<file path="src/rtl/dual_ratio_pkg.sv">
`timescale 1ns/1ps
package dual_ratio_pkg;
  localparam int SEL_W = 3;
  localparam int PRE_W = 3;
  localparam int LCM_W = 5;
  localparam int N_OUT = 2;

  typedef logic [PRE_W-1:0] pre_t;
  typedef logic [LCM_W-1:0] lcm_t;

  typedef struct packed {
    pre_t pre_p;
    pre_t pre_b;
    lcm_t lcm;
  } ratio_t;

  function automatic lcm_t lcm_of(input int a, input int b);
    int x, y, t;
    x = a;
    y = b;
    for (int i = 0; i < 8; i++) begin
      if (y != 0) begin
        t = x % y;
        x = y;
        y = t;
      end
    end
    return lcm_t'((a / x) * b);
  endfunction

  // prescale values; total division is twice the prescale
  function automatic ratio_t decode(input logic [SEL_W-1:0] sel);
    ratio_t r;
    case (sel)
      3'b000:  r = '{pre_p: 3'd4, pre_b: 3'd4, lcm: lcm_of(8, 8)};
      3'b001:  r = '{pre_p: 3'd3, pre_b: 3'd4, lcm: lcm_of(6, 8)};
      3'b010:  r = '{pre_p: 3'd2, pre_b: 3'd3, lcm: lcm_of(4, 6)};
      3'b011:  r = '{pre_p: 3'd3, pre_b: 3'd5, lcm: lcm_of(6, 10)};
      3'b100:  r = '{pre_p: 3'd2, pre_b: 3'd4, lcm: lcm_of(4, 8)};
      3'b101:  r = '{pre_p: 3'd3, pre_b: 3'd3, lcm: lcm_of(6, 6)};
      3'b110:  r = '{pre_p: 3'd5, pre_b: 3'd5, lcm: lcm_of(10, 10)};
      default: r = '{pre_p: 3'd2, pre_b: 3'd2, lcm: 5'd1};
    endcase
    return r;
  endfunction
endpackage

</file>
<file path="src/rtl/ratio_capture.sv">
`timescale 1ns/1ps
module ratio_capture
  import dual_ratio_pkg::*;
(
  input  logic             clk_i,
  input  logic             rst_ni,
  input  logic [SEL_W-1:0] sel_i,
  output logic             en_o,
  output pre_t             pre_p_o,
  output pre_t             pre_b_o,
  output lcm_t             lcm_o,
  output logic             legal_o
);
  logic [SEL_W-1:0] sel_q;
  logic             run_q;
  ratio_t           r;

  // code is captured only while reset is held
  always_ff @(posedge clk_i) begin
    if (!rst_ni) sel_q <= sel_i;
  end

  always_ff @(posedge clk_i or negedge rst_ni) begin
    if (!rst_ni) run_q <= 1'b0;
    else         run_q <= 1'b1;
  end

  always_comb begin
    r       = decode(sel_q);
    legal_o = (sel_q != {SEL_W{1'b1}});
    en_o    = run_q && legal_o;
    pre_p_o = r.pre_p;
    pre_b_o = r.pre_b;
    lcm_o   = r.lcm;
  end

  p_sel_hold_r8: assert property (@(posedge clk_i) disable iff (!rst_ni)
    $past(rst_ni) |-> $stable(sel_q));
endmodule

</file>
<file path="src/rtl/half_rate_div.sv">
`timescale 1ns/1ps
module half_rate_div
  import dual_ratio_pkg::*;
(
  input  logic clk_i,
  input  logic rst_ni,
  input  logic en_i,
  input  pre_t pre_i,
  output logic clk_o
);
  pre_t cnt_q;
  logic clk_q;

  // count down the prescale, toggle on terminal: output period is 2*pre
  always_ff @(posedge clk_i or negedge rst_ni) begin
    if (!rst_ni) begin
      cnt_q <= '0;
      clk_q <= 1'b0;
    end else if (en_i) begin
      if (cnt_q == '0) begin
        cnt_q <= pre_i - 1'b1;
        clk_q <= ~clk_q;
      end else begin
        cnt_q <= cnt_q - 1'b1;
      end
    end
  end

  assign clk_o = clk_q;

  p_cnt_bound_r2: assert property (@(posedge clk_i) disable iff (!rst_ni)
    en_i |-> (cnt_q < pre_i));
endmodule

</file>
<file path="src/rtl/common_edge_track.sv">
`timescale 1ns/1ps
module common_edge_track
  import dual_ratio_pkg::*;
(
  input  logic clk_i,
  input  logic rst_ni,
  input  logic en_i,
  input  lcm_t lcm_i,
  output logic sync_o,
  output logic valid_o
);
  lcm_t sc_q;
  logic valid_q;

  always_ff @(posedge clk_i or negedge rst_ni) begin
    if (!rst_ni) begin
      sc_q    <= '0;
      valid_q <= 1'b0;
    end else if (en_i) begin
      valid_q <= 1'b1;
      if (sc_q == '0) sc_q <= lcm_i - 1'b1;
      else            sc_q <= sc_q - 1'b1;
    end
  end

  assign sync_o  = en_i && (sc_q == '0);
  assign valid_o = valid_q;

  p_valid_sticky_r6: assert property (@(posedge clk_i) disable iff (!rst_ni)
    valid_q |=> valid_q);
endmodule

</file>
<file path="src/rtl/dual_ratio_divider.sv">
`timescale 1ns/1ps
module dual_ratio_divider
  import dual_ratio_pkg::*;
(
  input  logic             clk_i,
  input  logic             rst_ni,
  input  logic [SEL_W-1:0] sel_i,
  output logic             pclk_o,
  output logic             bclk_o,
  output logic             sync_o,
  output logic             valid_o
);
  logic en, legal;
  pre_t pre_p, pre_b;
  lcm_t lcm;
  pre_t pre_arr [N_OUT];
  logic clk_arr [N_OUT];

  ratio_capture u_cap (
    .clk_i   (clk_i),
    .rst_ni  (rst_ni),
    .sel_i   (sel_i),
    .en_o    (en),
    .pre_p_o (pre_p),
    .pre_b_o (pre_b),
    .lcm_o   (lcm),
    .legal_o (legal)
  );

  assign pre_arr[0] = pre_p;
  assign pre_arr[1] = pre_b;

  for (genvar g = 0; g < N_OUT; g++) begin : g_div
    half_rate_div u_div (
      .clk_i  (clk_i),
      .rst_ni (rst_ni),
      .en_i   (en),
      .pre_i  (pre_arr[g]),
      .clk_o  (clk_arr[g])
    );
  end

  common_edge_track u_trk (
    .clk_i   (clk_i),
    .rst_ni  (rst_ni),
    .en_i    (en),
    .lcm_i   (lcm),
    .sync_o  (sync_o),
    .valid_o (valid_o)
  );

  assign pclk_o = clk_arr[0];
  assign bclk_o = clk_arr[1];

  p_sync_edge_r5: assert property (@(posedge clk_i) disable iff (!rst_ni)
    sync_o |=> ($rose(pclk_o) && $rose(bclk_o)));

  p_shared_rise_r4: assert property (@(posedge clk_i) disable iff (!rst_ni)
    ($rose(pclk_o) && $rose(bclk_o)) |-> $past(sync_o));

  p_valid_rise_r6: assert property (@(posedge clk_i) disable iff (!rst_ni)
    $rose(valid_o) |-> (pclk_o && bclk_o));

  p_illegal_quiet_r7: assert property (@(posedge clk_i) disable iff (!rst_ni)
    !legal |-> (!pclk_o && !bclk_o && !sync_o && !valid_o));
endmodule

</file>
<file path="config.mk">
export PLATFORM = sky130hd
export DESIGN_NAME = dual_ratio_divider
export DESIGN_NICKNAME = d
export VERILOG_FILES = /design/src/rtl/dual_ratio_pkg.sv /design/src/rtl/ratio_capture.sv /design/src/rtl/half_rate_div.sv /design/src/rtl/common_edge_track.sv /design/src/rtl/dual_ratio_divider.sv
export SDC_FILE = /design/constraint.sdc
export NUM_CORES = 1
export LEC_CHECK = 0
export BUFFER_PORTS_ARGS = -buffer_cell sky130_fd_sc_hd__buf_4
export CAP_MARGIN = 20
export CORE_MARGIN = 3
export CORE_UTILIZATION = 40
export CTS_CLUSTER_SIZE = 16
export DETAILED_ROUTE_END_ITERATION = 12
export GPL_ROUTABILITY_DRIVEN = 0
export GPL_TIMING_DRIVEN = 0
export PLACE_DENSITY = 0.66
export SLEW_MARGIN = 10
export SYNTH_ARGS = -nofsm -noshare
export SYNTH_HDL_FRONTEND = slang
export SYNTH_SLANG_ARGS = --single-unit
</file>
<file path="constraint.sdc">
create_clock -name clk_i -period 2.05 [get_ports clk_i]
set_input_delay 0.41 -clock clk_i [delete_from_list [all_inputs] [get_ports clk_i]]
set_output_delay 0.41 -clock clk_i [all_outputs]
set_load 0.01 [all_outputs]
</file>
==> impl_metrics.tcl, run 1 <==
set metrics [dict create \
    syn_area_um2 967 \
    vias_per_cell 5.28 \
    cp_data_arrival_time_ns 1.64 \
    max_stage_delay_ns 0.46 \
    p_leak_nw 0.476 \
    synth-compound-area-share_pct 11.6 \
    worstPathCellList "or2_4, or4_4, nor2_4, buf_6" \
    drtIter0Drc 11 \
    path_clk_slew_ns 0.11 \
    area_growth_pct 17.9 \
    rsz0062_at_grt "true" \
    avgSynthCellArea_um2 10.4 \
    yosys.area_share.adder_pct 3.88 \
    numPortBuffers 8 \
    fp.coreArea_um2 2250 \
    synth_simple_gate_area_share_pct 20.7 \
    synth.distinct_cells 37 \
    r2r-start "u_trk.sc_q[1]" \
    worstPathRequired_ns 1.64 \
    grt_max_degree 17 \
    finalMaxSlewViolations 0 \
    antenna_left 0 \
    numCtsBuffers 3 \
    status "finished, final reports clean" \
    worst-r2r-setup-slack_ns 0.10 \
    clock-sinks 18 \
    crit_family "simple AND/OR/NAND/NOR gates" \
    synth_warnings 0 \
    pin_count 9 \
    track_usage_pct 13.5 \
    drive_above_1_share_pct 26.6 \
    overflow 0 \
    cts_buffer_depth 2 \
    syn_nets 101 \
    synth_seq_cells 18 \
    whs_ns 0.279 \
    grtUsageMet2_pct 21.1 \
    antenna_found_initial 0 \
    drcViolationCount 0 \
    power_w 0.00140 \
    fin_crit_sh_pct 99.8 \
    final_cell_mix "dfrtp_1, buf_4, nor2_1, nand2_1" \
    ir_drop_uv 600 \
    final_common_cell "dfrtp_1" \
    path_depth 4 \
    rr_endpoint "u_trk.sc_q[2]" \
    ff2ff_path_depth 7 \
    tns_ns 0 \
    maxCapViolCount 0 \
    grt_pass1_vias 641 \
    row_count 17 \
    worst_clock_skew_ns 0.00982 \
    syn_inst 93 \
    die_h_um 55.2 \
    dp_hpwl_mm 1.28 \
    synth_top_family_by_area "simple AND/OR/NAND/NOR gates" \
    grt_util_met1_pct 16.5 \
    fin_crit_ns 2.05 \
    cp-endpoint "sync_o" \
    setup.worst_path.start "u_trk.sc_q[1]" \
    n_antenna_cell 0 \
    finalSetupViolCount 0 \
    setup.worst_path.end_class "output port" \
    die_area_um2 3040 \
    gr-max-usage-layer "met2" \
    start_util_pct 42.9 \
    hold_violations 0 \
    crit_buf_inv 1 \
    cts-htree-levels 1 \
    clock_latency_ns 0.30 \
    power_density_nw_per_um2 1230 \
    hp-class "input port to register" \
    start_kind "register" \
    synth_mux_area_share_pct 4.40 \
    dpl_worst_slack_ns 0.0976 \
    ys_seq_area_share_pct 48.1 \
    routed_wl_mm 1.71 \
    use_met3_pct 2.41 \
    vias 723 \
    cts_tree "yes" \
    crit_slowest_cell "or4_4" \
    path_max_fanout 3 \
    post_drt_wl_per_cell_um 12.5 \
    die_x_um 55.2 \
    fin_nets 118 \
    drtPass1Iterations 4 \
    setup_ws_ns 0.00448 \
    critical_path_class "register to output port" \
    root_buffer "clkbuf_4" \
    timing.fmax_mhz 489 \
    synth_xor_area_share_pct 7.24 \
    grt_pass1_wl_mm 2.75 \
]
-- power by group --
part	total [W]	switching (W)	internal (W)
Sequential	0.000648	0.000145	0.000503
Combinational	0.000536	0.000253	0.000283
Clock	0.000220	0.000112	0.000108
Total	0.00140	0.000510	0.000894
-- repair_timing --
item / 4_1_cts / 5_1_grt
endpoints found under the hold margin: 15 / 0
hold buffers: 1 / 0
buffers inserted: 2 / 1
resized for setup: 2 / 0
gates cloned: 0 / 0
pin swaps: 0 / 1
setup endpoints to repair: 1 / 2
-- area by class of cell --
cell class | count | area, um^2
Multi-Input combinational cell | 69 | 472
Sequential cell | 18 | 465
Buffer | 3 | 23.8
Timing Repair Buffer | 12 | 96.3
Inverter | 3 | 11.3
Fill cell | 233 | 1110
Tap cell | 28 | 35.0
Clock buffer | 4 | 36.3
-- state kept, by name, indices dropped and copies added (netlist names) --
register / flops
g_div.u_div.cnt_q: 6
u_trk.sc_q: 5
u_cap.sel_q: 3
g_div.u_div.clk_o: 2
u_cap.run_q: 1
u_trk.valid_o: 1
-- through the flow --
step	cells	utilization [%]	area [um^2]
5_1_grt	137	50.6	1140
4_1_cts	136	50.2	1130
6_report	137	50.6	1140
3_5_place_dp	129	47.1	1060
2_1_floorplan	93	-	967
3_3_place_gp	129	47.1	1060
-- how the worst min path moves through the flow --
stage / endpoint / from / depth (start not counted) / slack, ns
floorplan: g_div[0].u_div.clk_o / rst_ni / 0 / 0.11
global placement: u_trk.sc_q[2] / rst_ni / 1 / 0.28
CTS: u_cap.sel_q[0] / sel_i[0] / 1 / 0.27
global route: u_cap.sel_q[0] / sel_i[0] / 1 / 0.26
detailed placement: g_div[0].u_div.cnt_q[2] / rst_ni / 1 / 0.29
finish: u_cap.sel_q[0] / sel_i[0] / 1 / 0.28
-- metal layers --
metal  wire (um)  vias to the layer above
met1         810                      343
met4          38                        0
met2         805                       12
met5           0                        -
met3          51                        4
li1            -                      364
-- synthesized netlist by cell type (all sizes together) --
master / n / area (um^2)
dfrtp: 15 / 375
nand2: 9 / 36.3
nor2: 9 / 36.3
a21oi: 7 / 38.8
o21ai: 7 / 35.0
xnor2: 4 / 35.0
xor2: 4 / 35.0
buf: 3 / 23.8
edfxtp: 3 / 90.1
ha: 3 / 37.5
inv: 3 / 11.3
nand2b: 3 / 21.3
nor4: 3 / 25.0
a211oi: 2 / 15.0
a41oi: 2 / 17.5
mux2: 2 / 22.5
mux2i: 2 / 20.0
nand3: 2 / 15.0
a31oi: 1 / 6.26
and2: 1 / 6.26
conb: 1 / 3.75
nand3b: 1 / 7.51
nand4: 1 / 6.26
nor3: 1 / 5.00
nor3b: 1 / 12.5
nor4b: 1 / 8.76
or2: 1 / 8.76
or4: 1 / 11.3
-- kinds of logic after synthesis --
logic type | Yosys count
compound gates | 19
other cells | 1
flops | 18
xor+xnor | 8
fa+ha+maj | 3
mux | 4
simple gates | 34
buf+inv | 6
-- worst register-to-register path: stages (launching register included) --
cell and delay (ns):
dfrtp_1 0.39, or2_4 0.27, or4_4 0.46, a21oi_2 0.17
nor2_1 0.06, ha_1 0.23, a211oi_1 0.21, a21oi_1 0.06
Note: power is estimated with default switching activity, not from simulation.
==> run 2, diff against run 1 <==
--- a/config.mk
+++ b/config.mk
@@ -7,6 +7,7 @@
 export LEC_CHECK = 0
 export BUFFER_PORTS_ARGS = -buffer_cell sky130_fd_sc_hd__buf_4
 export CAP_MARGIN = 20
+export CORE_ASPECT_RATIO = 1.5
 export CORE_MARGIN = 3
 export CORE_UTILIZATION = 40
 export CTS_CLUSTER_SIZE = 16
==> impl_metrics.tcl, run 2 (synthesis gave the netlist of run 1 again) <==
set metrics [dict create \
    status "finished, final reports clean" \
    crit_slowest_cell "or4_4" \
    track_usage_pct 13.9 \
    crit_buf_inv 1 \
    p_seq_share_pct 46.4 \
    fin_crit_ns 2.05 \
    area_growth_pct 16.9 \
    vias 723 \
    numPortBuffers 8 \
    setup_ws_ns 0.000882 \
    fin_crit_sh_pct 100 \
    highest_layer "met4" \
    cp_data_arrival_time_ns 1.64 \
    grt_pass1_vias 725 \
    power_density_nw_per_um2 1240 \
    fp.coreArea_um2 2260 \
    reg_top3 "g_div.u_div.cnt_q: 6 flops, u_trk.sc_q: 5 flops, u_cap.sel_q: 3 flops" \
    largest-register "g_div.u_div.cnt_q" \
    start_util_pct 42.8 \
    placed_area_um2 1060 \
    max_stage_delay_ns 0.47 \
    die_h_um 66.2 \
    finalSetupViolCount 0 \
    hold_depth 1 \
    rsz0062_at_grt "true" \
    combPwrFrac_pct 38.4 \
    final_cell_mix "dfrtp_1, buf_4, nor2_1, nand2_1" \
    min_to "u_cap.sel_q[0]" \
    die_area_um2 3060 \
    dr_wl_met2_um 908 \
    root_buffer "clkbuf_4" \
    r2r-start "u_trk.sc_q[1]" \
    p_leak_nw 0.471 \
    antenna_left 0 \
    drive_above_1_share_pct 26.9 \
    timing.fmax_mhz 488 \
    numCtsBuffers 3 \
    drtIter0Drc 15 \
    pin_count 9 \
    cts-htree-levels 1 \
    final_common_cell "dfrtp_1" \
    worst_clock_skew_ns 0.00122 \
    worst-r2r-setup-slack_ns 0.12 \
    vias_per_cell 5.52 \
    p_sw_share_pct 36.5 \
    clock_latency_ns 0.28 \
    drcViolationCount 0 \
    post-route-cell-area_um2 1130 \
    wl_met1_um 748 \
    fillers 219 \
    overflow 0 \
    antenna_found_initial 0 \
    start_kind "register" \
    grt_pass1_wl_mm 3.11 \
    worstPathCellList "or2_4, or4_4, nor2_4, buf_6" \
    largest_reg_flops 6 \
    dpl_worst_slack_ns 0.0858 \
    crit_family "simple AND/OR/NAND/NOR gates" \
    grt_max_degree 17 \
    rr_endpoint "u_trk.sc_q[2]" \
    path_clk_slew_ns 0.10 \
    row_count 21 \
    drtPass1Iterations 4 \
    cts_tree "yes" \
    fin_nets 117 \
    path_max_fanout 3 \
    critical_path_class "register to output port" \
    hp-class "input port to register" \
    power.switching_w 0.000513 \
    dp_hpwl_mm 1.27 \
    clock-sinks 18 \
    cts_buffer_depth 2 \
    p_int_w 0.000893 \
    n_antenna_cell 0 \
    finalMaxSlewViolations 0 \
    min-delay-start "sel_i[0]" \
    post_drt_wl_per_cell_um 13.2 \
    ff2ff_path_depth 7 \
    multi_input_area_um2 477 \
    routed_wl_mm 1.73 \
    ir_drop_uv 608 \
    worstPathRequired_ns 1.64 \
    hold_violations 0 \
    regArea_um2 465 \
    setup.worst_path.end_class "output port" \
    maxCapViolCount 0 \
    pwr-share-clk_pct 15.2 \
    die_x_um 46.2 \
    met3_length_um 45 \
]
==> run 2: changes by cell type in the layout (fill, tap and decap cells not counted) <==
cell / previous run / this run
a211oi_1: 2 / 1
buf_4: 11 / 10
a211oi_2: 0 / 1
==> run 2: worst max-delay path by stage <==
stage,start,to,slack [ns],depth (start not counted)
after floorplan,u_trk.sc_q[1],u_trk.sc_q[2],0.20,7
after global placement,u_trk.sc_q[1],u_trk.sc_q[2],0.11,7
after detailed placement,u_trk.sc_q[0],u_trk.sc_q[2],0.09,7
after CTS,u_trk.sc_q[1],sync_o,-0.04,4
after global routing,u_trk.sc_q[1],sync_o,-0.08,4
final,u_trk.sc_q[1],sync_o,0.0009,4
==> run 2: repair_timing <==
item	CTS	global route
buffers inserted	2	0
endpoints found under the setup margin	1	2
pin swaps	0	1
hold endpoints to repair	15	0
resized for setup	2	1
hold buffers	1	0
==> run 2: area by class of cell <==
| class | count | area share [%] |
|---|---|---|
| timing repair buffer | 11 | 7.85 |
| buffer | 3 | 2.10 |
| sequential | 18 | 41.2 |
| clock buffer | 4 | 3.21 |
| inverter | 3 | 0.996 |
| tap | 23 | 2.54 |
| multi-input combinational | 69 | 42.1 |
==> run 2: layer usage <==
layer,vias to the layer above,track usage [%]
met3,4,2.45
met1,347,16.0
li1,362,-
met2,10,23.1
met5,-,0
met4,0,7.47
==> run 2: stage by stage <==
stage / total power (W) / std cells / hold WS (ns) / util (%) / TNS (ns)
CTS: 0.00142 / 131 / 0.279 / 49.8 / -0.0382
global placement: 0.00114 / 124 / 0.282 / 46.7 / 0
detailed placement: 0.00116 / 124 / 0.285 / 46.7 / 0
global route: 0.00153 / 131 / 0.261 / 50.1 / -0.109
finish: 0.00141 / 131 / 0.294 / 50.1 / 0
floorplan: 0.00102 / 93 / 0.114 / - / 0
==> run 2: power groups by stage <==
stage / logic [W] / registers (W) / clock network (W)
after floorplan: 0.000377 / 0.000638 / 0
after global placement: 0.000481 / 0.000655 / 0
after detailed placement: 0.000496 / 0.000662 / 0
after CTS: 0.000540 / 0.000647 / 0.000228
after global routing: 0.000615 / 0.000675 / 0.000244
final: 0.000539 / 0.000652 / 0.000214
